### config.mk
export PLATFORM = sky130hd
export DESIGN_NAME = rxirq_top
export DESIGN_NICKNAME = d
export VERILOG_FILES = /design/src/rtl/rxirq_pkg.sv /design/src/rtl/rxirq_fifo.sv /design/src/rtl/rxirq_cond.sv /design/src/rtl/rxirq_policy.sv /design/src/rtl/rxirq_top.sv
export SDC_FILE = /design/constraint.sdc
export NUM_CORES = 1
export LEC_CHECK = 0
export BUFFER_PORTS_ARGS = -buffer_cell sky130_fd_sc_hd__buf_4
export CORE_MARGIN = 2
export CORE_UTILIZATION = 45
export CTS_CLUSTER_SIZE = 8
export DETAILED_ROUTE_END_ITERATION = 8
export PLACE_DENSITY = 0.65
export SLEW_MARGIN = 20
export SYNTH_ARGS = -nofsm -noshare
export SYNTH_HDL_FRONTEND = slang
export SYNTH_SLANG_ARGS = --single-unit
### constraint.sdc
create_clock -name clk -period 2.4 [get_ports clk]
set_clock_uncertainty 0.05 [all_clocks]
set_input_delay 0.48 -clock clk [delete_from_list [all_inputs] [get_ports clk]]
set_output_delay 0.48 -clock clk [all_outputs]
set_load 0.05 [all_outputs]
### src/rtl/rxirq_pkg.sv
package rxirq_pkg;
  localparam int ERR_W   = 4;
  localparam int ERR_PAR = 0;
  localparam int ERR_CRC = 1;
  localparam int ERR_EOF = 2;
  localparam int ERR_OVR = 3;

  typedef enum logic [1:0] {
    POL_OFF   = 2'b00,
    POL_FIRST = 2'b01,
    POL_ALL   = 2'b10,
    POL_SPEC  = 2'b11
  } policy_e;

  typedef enum logic [1:0] {
    VEC_NONE = 2'b00,
    VEC_CHAR = 2'b01,
    VEC_SPEC = 2'b10
  } vec_e;
endpackage

### src/rtl/rxirq_fifo.sv
module rxirq_fifo #(
  parameter int DW    = 8,
  parameter int EW    = rxirq_pkg::ERR_W,
  parameter int DEPTH = 3
) (
  input  logic          clk,
  input  logic          rst_n,
  input  logic          push,
  input  logic [DW-1:0] push_data,
  input  logic [EW-1:0] push_err,
  input  logic          pop,
  output logic [DW-1:0] top_data,
  output logic [EW-1:0] top_err,
  output logic          not_empty
);
  localparam int PW = (DEPTH > 1) ? $clog2(DEPTH) : 1;
  localparam int CW = $clog2(DEPTH + 1);
  localparam logic [PW-1:0] LAST = PW'(DEPTH - 1);

  logic [DW-1:0] mem_d [DEPTH];
  logic [EW-1:0] mem_e [DEPTH];
  logic [PW-1:0] rd_ptr, wr_ptr, newest;
  logic [CW-1:0] count;
  logic          full, pop_ok, store, mark_ovr;

  assign not_empty = (count != '0);
  assign full      = (count == CW'(DEPTH));
  assign pop_ok    = pop && not_empty;
  assign store     = push && (!full || pop_ok);
  assign mark_ovr  = push && full && !pop_ok;
  assign newest    = (wr_ptr == '0) ? LAST : wr_ptr - 1'b1;
  assign top_data  = mem_d[rd_ptr];
  assign top_err   = mem_e[rd_ptr];

  always_ff @(posedge clk) begin
    if (!rst_n) begin
      rd_ptr <= '0;
      wr_ptr <= '0;
      count  <= '0;
      for (int i = 0; i < DEPTH; i++) begin
        mem_d[i] <= '0;
        mem_e[i] <= '0;
      end
    end else begin
      if (store) begin
        mem_d[wr_ptr] <= push_data;
        mem_e[wr_ptr] <= push_err;
        wr_ptr        <= (wr_ptr == LAST) ? '0 : wr_ptr + 1'b1;
      end
      if (mark_ovr) mem_e[newest][rxirq_pkg::ERR_OVR] <= 1'b1;
      if (pop_ok) rd_ptr <= (rd_ptr == LAST) ? '0 : rd_ptr + 1'b1;
      if (store && !pop_ok)      count <= count + 1'b1;
      else if (pop_ok && !store) count <= count - 1'b1;
    end
  end
endmodule

### src/rtl/rxirq_cond.sv
module rxirq_cond #(
  parameter int EW = rxirq_pkg::ERR_W
) (
  input  logic [EW-1:0] top_err,
  input  logic          not_empty,
  input  logic          parity_en,
  output logic          special,
  output logic [1:0]    vec_code
);
  import rxirq_pkg::*;
  logic [EW-1:0] mask;

  always_comb begin
    mask          = '1;
    mask[ERR_PAR] = parity_en;
  end

  assign special = not_empty && |(top_err & mask);

  always_comb begin
    if (special)        vec_code = VEC_SPEC;
    else if (not_empty) vec_code = VEC_CHAR;
    else                vec_code = VEC_NONE;
  end
endmodule

### src/rtl/rxirq_policy.sv
module rxirq_policy (
  input  logic       clk,
  input  logic       rst_n,
  input  logic [1:0] mode,
  input  logic       arm_next,
  input  logic       pop_ok,
  input  logic       not_empty,
  input  logic       special,
  output logic       irq_pending
);
  import rxirq_pkg::*;
  logic armed;

  always_ff @(posedge clk) begin
    if (!rst_n)                     armed <= 1'b1;
    else if (mode != POL_FIRST)     armed <= 1'b1;
    else if (arm_next)              armed <= 1'b1;
    else if (pop_ok)                armed <= 1'b0;
  end

  always_comb begin
    unique case (mode)
      POL_OFF:   irq_pending = 1'b0;
      POL_FIRST: irq_pending = special || (armed && not_empty);
      POL_ALL:   irq_pending = not_empty;
      default:   irq_pending = special;
    endcase
  end
endmodule

### src/rtl/rxirq_top.sv
module rxirq_top #(
  parameter int DW    = 8,
  parameter int EW    = rxirq_pkg::ERR_W,
  parameter int DEPTH = 3
) (
  input  logic          clk,
  input  logic          rst_n,
  input  logic [1:0]    mode,
  input  logic          parity_en,
  input  logic          in_valid,
  input  logic [DW-1:0] in_data,
  input  logic [EW-1:0] in_err,
  output logic          rd_valid,
  input  logic          rd_ready,
  output logic [DW-1:0] rd_data,
  output logic [EW-1:0] rd_status,
  input  logic          arm_next,
  output logic          irq_pending,
  output logic          special,
  output logic [1:0]    vec_code
);
  logic not_empty, pop_ok;

  assign rd_valid = not_empty;
  assign pop_ok   = rd_ready && not_empty;

  rxirq_fifo #(.DW(DW), .EW(EW), .DEPTH(DEPTH)) u_fifo (
    .clk(clk), .rst_n(rst_n), .push(in_valid), .push_data(in_data),
    .push_err(in_err), .pop(pop_ok), .top_data(rd_data),
    .top_err(rd_status), .not_empty(not_empty)
  );

  rxirq_cond #(.EW(EW)) u_cond (
    .top_err(rd_status), .not_empty(not_empty), .parity_en(parity_en),
    .special(special), .vec_code(vec_code)
  );

  rxirq_policy u_pol (
    .clk(clk), .rst_n(rst_n), .mode(mode), .arm_next(arm_next),
    .pop_ok(pop_ok), .not_empty(not_empty), .special(special),
    .irq_pending(irq_pending)
  );
endmodule

==> impl_metrics.json <==
{
  "status": "finished, violations left",
  "violations": "setup timing",
  "pwr_density_cell_nw_per_um2": 1010,
  "maxCapViolCount": 0,
  "nets": 272,
  "crit_end": "irq_pending",
  "tritoncts": "built",
  "pre_cts_ws_ns": -0.0451,
  "fillCellCount": 472,
  "drive_gt1_share_pct": 31.3,
  "synth.distinct_cells": 36,
  "cts_root_buf": "clkbuf_8",
  "dp_hpwl_um": 3740,
  "io_buffers": 36,
  "syn-num-nets": 226,
  "die_y_um": 80.6,
  "total_power_mw": 3.31,
  "worstReg2RegStart": "u_fifo.wr_ptr[0]$_SDFFE_PN0N_",
  "grt_overflow_total": 0,
  "r2r-end": "u_fifo.mem_e[3][0]$_DFFE_PP_",
  "layout.cells.non_filler": 324,
  "setup_viol": 4,
  "grt_pass1_wl_um": 8780,
  "combPwrFrac_pct": 34.0,
  "clkLatencyLatePin_ns": 0.33,
  "seqPwrFrac_pct": 36.9,
  "swShare_pct": 34.5,
  "tritoncts.num_buffers": 9,
  "yosys_register_bits": 57,
  "worstPathRequired_ns": 1.87,
  "p_int_mw": 2.17,
  "r2r_setup_slack_ns": 0.50,
  "fin_ws_ns": -0.124,
  "slew_headroom_pct": 70.8,
  "htree_num_levels": 3,
  "post-route-util_pct": 59.1,
  "dp_cells": 307,
  "whs_ns": 0.288,
  "critPathMaxFanout": 5,
  "fin_crit_ns": 2.52,
  "synthArstFlopShare_pct": 0,
  "first_pass_iters": 4,
  "vias": 1758,
  "die-area_um2": 6500,
  "row_count": 27,
  "tightestPinTransition_ns": 0.436,
  "period_share_pct": 105,
  "crit_arrival_ns": 1.99,
  "rsz0062_at_grt": "true",
  "syn_area_per_cell_um2": 13.1,
  "synth_top_area_share_pct": 54.6,
  "seqCellArea_um2": 1630,
  "clock_path_buffers": 2,
  "final_hold_viol_count": 0,
  "via_per_inst": 5.43,
  "grt_antenna_before_repair": 0,
  "slowest_stage": "mux4_2",
  "syn_area_um2": 2640,
  "die_w_um": 80.6,
  "wl_per_cell_um": 16.7,
  "first_global_vias": 1744,
  "synth_top_area_cell": "edfxtp_1",
  "ir_drop_uv": 637,
  "worstSetupPathType": "reg -> out",
  "hold_class": "in -> reg",
  "coreArea_um2": 5570,
  "slowest_delay_ns": 0.55,
  "end_kind": "output port",
  "ant_nets": 0,
  "diodes": 0,
  "cts.sinks": 57,
  "yosysMostFrequentCell": "edfxtp_1",
  "synth_ff_type": "edfxtp_1",
  "synthTopCellsByCount": "edfxtp_1 (48), and3_1 (33), nand2_1 (20), nor2_1 (13), mux4_2 (11)",
  "initial_utilization_pct": 47.4,
  "first_iter_violations": 89,
  "hold_buffers": 0,
  "synth_edf_count": 48,
  "area_growth_pct": 24.7,
  "power_switching_mw": 1.14,
  "track_usage_pct": 18.8,
  "slew_viol_final": 0,
  "p_leak_nw": 1.39,
  "reg2reg_depth": 6,
  "place_congestion": 0.853,
  "path_cells": "mux4_2 -> nor4_4 -> buf_4 -> a311oi_2 -> buf_6",
  "route.detailed.drc": 0,
  "synthCells": 201,
  "crit_path_start_kind": "register",
  "fmax_mhz": 396,
  "grt_max_degree": 29,
  "multi_input_area_um2": 972,
  "synth_area_leaders": "edfxtp_1 (55%), mux4_2 (9.4%), and3_1 (7.8%), dfxtp_1 (6.8%), nand2_1 (2.8%)",
  "seq_area_frac_synth_pct": 61.4,
  "cts.clk_slew.worst_paths_ns": 0.07,
  "drt-total-wl_um": 5410,
  "pwr-share-clk_pct": 29.0,
  "synth_warnings": 0,
  "ios": 37
}
==> kinds of logic (layout without fill, tap and decap cells) <==
logic type | after synthesis | after routing | synth area share (%)
and+or+nand+nor | 89 | 89 | 18.1
DFF | 57 | 57 | 61.4
AOI/OAI and AO/OA | 18 | 18 | 4.12
buffers and inverters | 16 | 67 | 2.80
muxes | 14 | 14 | 10.5
adders and majority gates | 5 | 5 | 2.37
xor gates and xnor gates | 2 | 2 | 0.663
==> layout by cell type, fill, tap and decap left out, drive strengths merged <==
cell type and count:
edfxtp 48, buf 46, and3 33, nand2 20, nor2 13, mux4 11
clkbuf 10, dfxtp 9, o21ai 6, inv 5, nor2b 5, ha 5
a21oi 4, clkinv 4, mux2i 3, nand2b 3, nor3 3, and2 3
a31oi 2, nand3 2, a21boi 2, bufinv 2, nand3b 1, o22ai 1
nor4 1, a311oi 1, and3b 1, nor3b 1, a22oi 1, or2 1
xor2 1, or3 1, xnor2 1, nand4 1, a32oi 1
==> worst max-delay path: cells and delay by family, from the launching register on <==
kind | cells | cell delay [ns]
buffers and inverters | 2 | 0.35
DFF | 1 | 0.39
and+or+nand+nor | 1 | 0.26
AOI/OAI and AO/OA | 1 | 0.11
muxes | 1 | 0.55
==> metrics by stage <==
stage,setup TNS [ns],cell area (um^2)
2_1_floorplan,-0.0160,2660
3_3_place_gp,0,3050
3_5_place_dp,-0.0762,3050
4_1_cts,-0.474,3290
5_1_grt,-0.625,3290
6_report,-0.352,3290
==> power groups by stage <==
stage	Clock (mW)	Sequential [mW]	Combinational (mW)
global placement	0	1.24	1.07
floorplan	0	1.22	0.816
finish	0.962	1.22	1.13
detailed placement	0	1.24	1.08
CTS	0.976	1.23	1.13
global route	1.01	1.24	1.20
==> state kept, by name, indices dropped and copies added (netlist names), named ones only <==
name           cells
u_pol.armed        1
u_fifo.wr_ptr      2
u_fifo.rd_ptr      2
u_fifo.count       2
u_fifo.mem_d      32
u_fifo.mem_e      16
==> final cells by class <==
cell class / instances / share of cell area [%]
clock buffers: 10 / 3.87
clock inverters: 6 / 2.51
inverters: 5 / 0.570
multi-input cells: 128 / 29.5
flip-flops and latches: 57 / 49.4
well taps: 72 / 2.73
repair buffers: 46 / 11.4
==> routing by layer <==
metal / part of all wire (%) / GRT usage [%]
met2: 51 / 29.0
met3: 3.6 / 3.37
met5: 0 / 0
met4: 2.0 / 10.2
met1: 44 / 25.2
==> how the worst min path moves through the flow <==
stage                                         from                            to  slack [ns]  depth (start not counted)
after global routing                    in_data[5]  u_fifo.mem_d[3][5]$_DFFE_PP_        0.28                          1
after CTS                               in_data[3]  u_fifo.mem_d[3][3]$_DFFE_PP_        0.28                          1
after detailed placement  u_pol.armed$_SDFFE_PP1P_      u_pol.armed$_SDFFE_PP1P_        0.43                          2
after floorplan           u_pol.armed$_SDFFE_PP1P_      u_pol.armed$_SDFFE_PP1P_        0.40                          2
final                                   in_data[3]  u_fifo.mem_d[3][3]$_DFFE_PP_        0.29                          1
after global placement    u_pol.armed$_SDFFE_PP1P_      u_pol.armed$_SDFFE_PP1P_        0.41                          2
==> repair_timing <==
item                       CTS  global route
setup buffers                1             0
pin swaps                    3             2
setup endpoints to repair    4             4
gates resized for setup      8             2
Note: power is estimated with default switching activity, not from simulation.
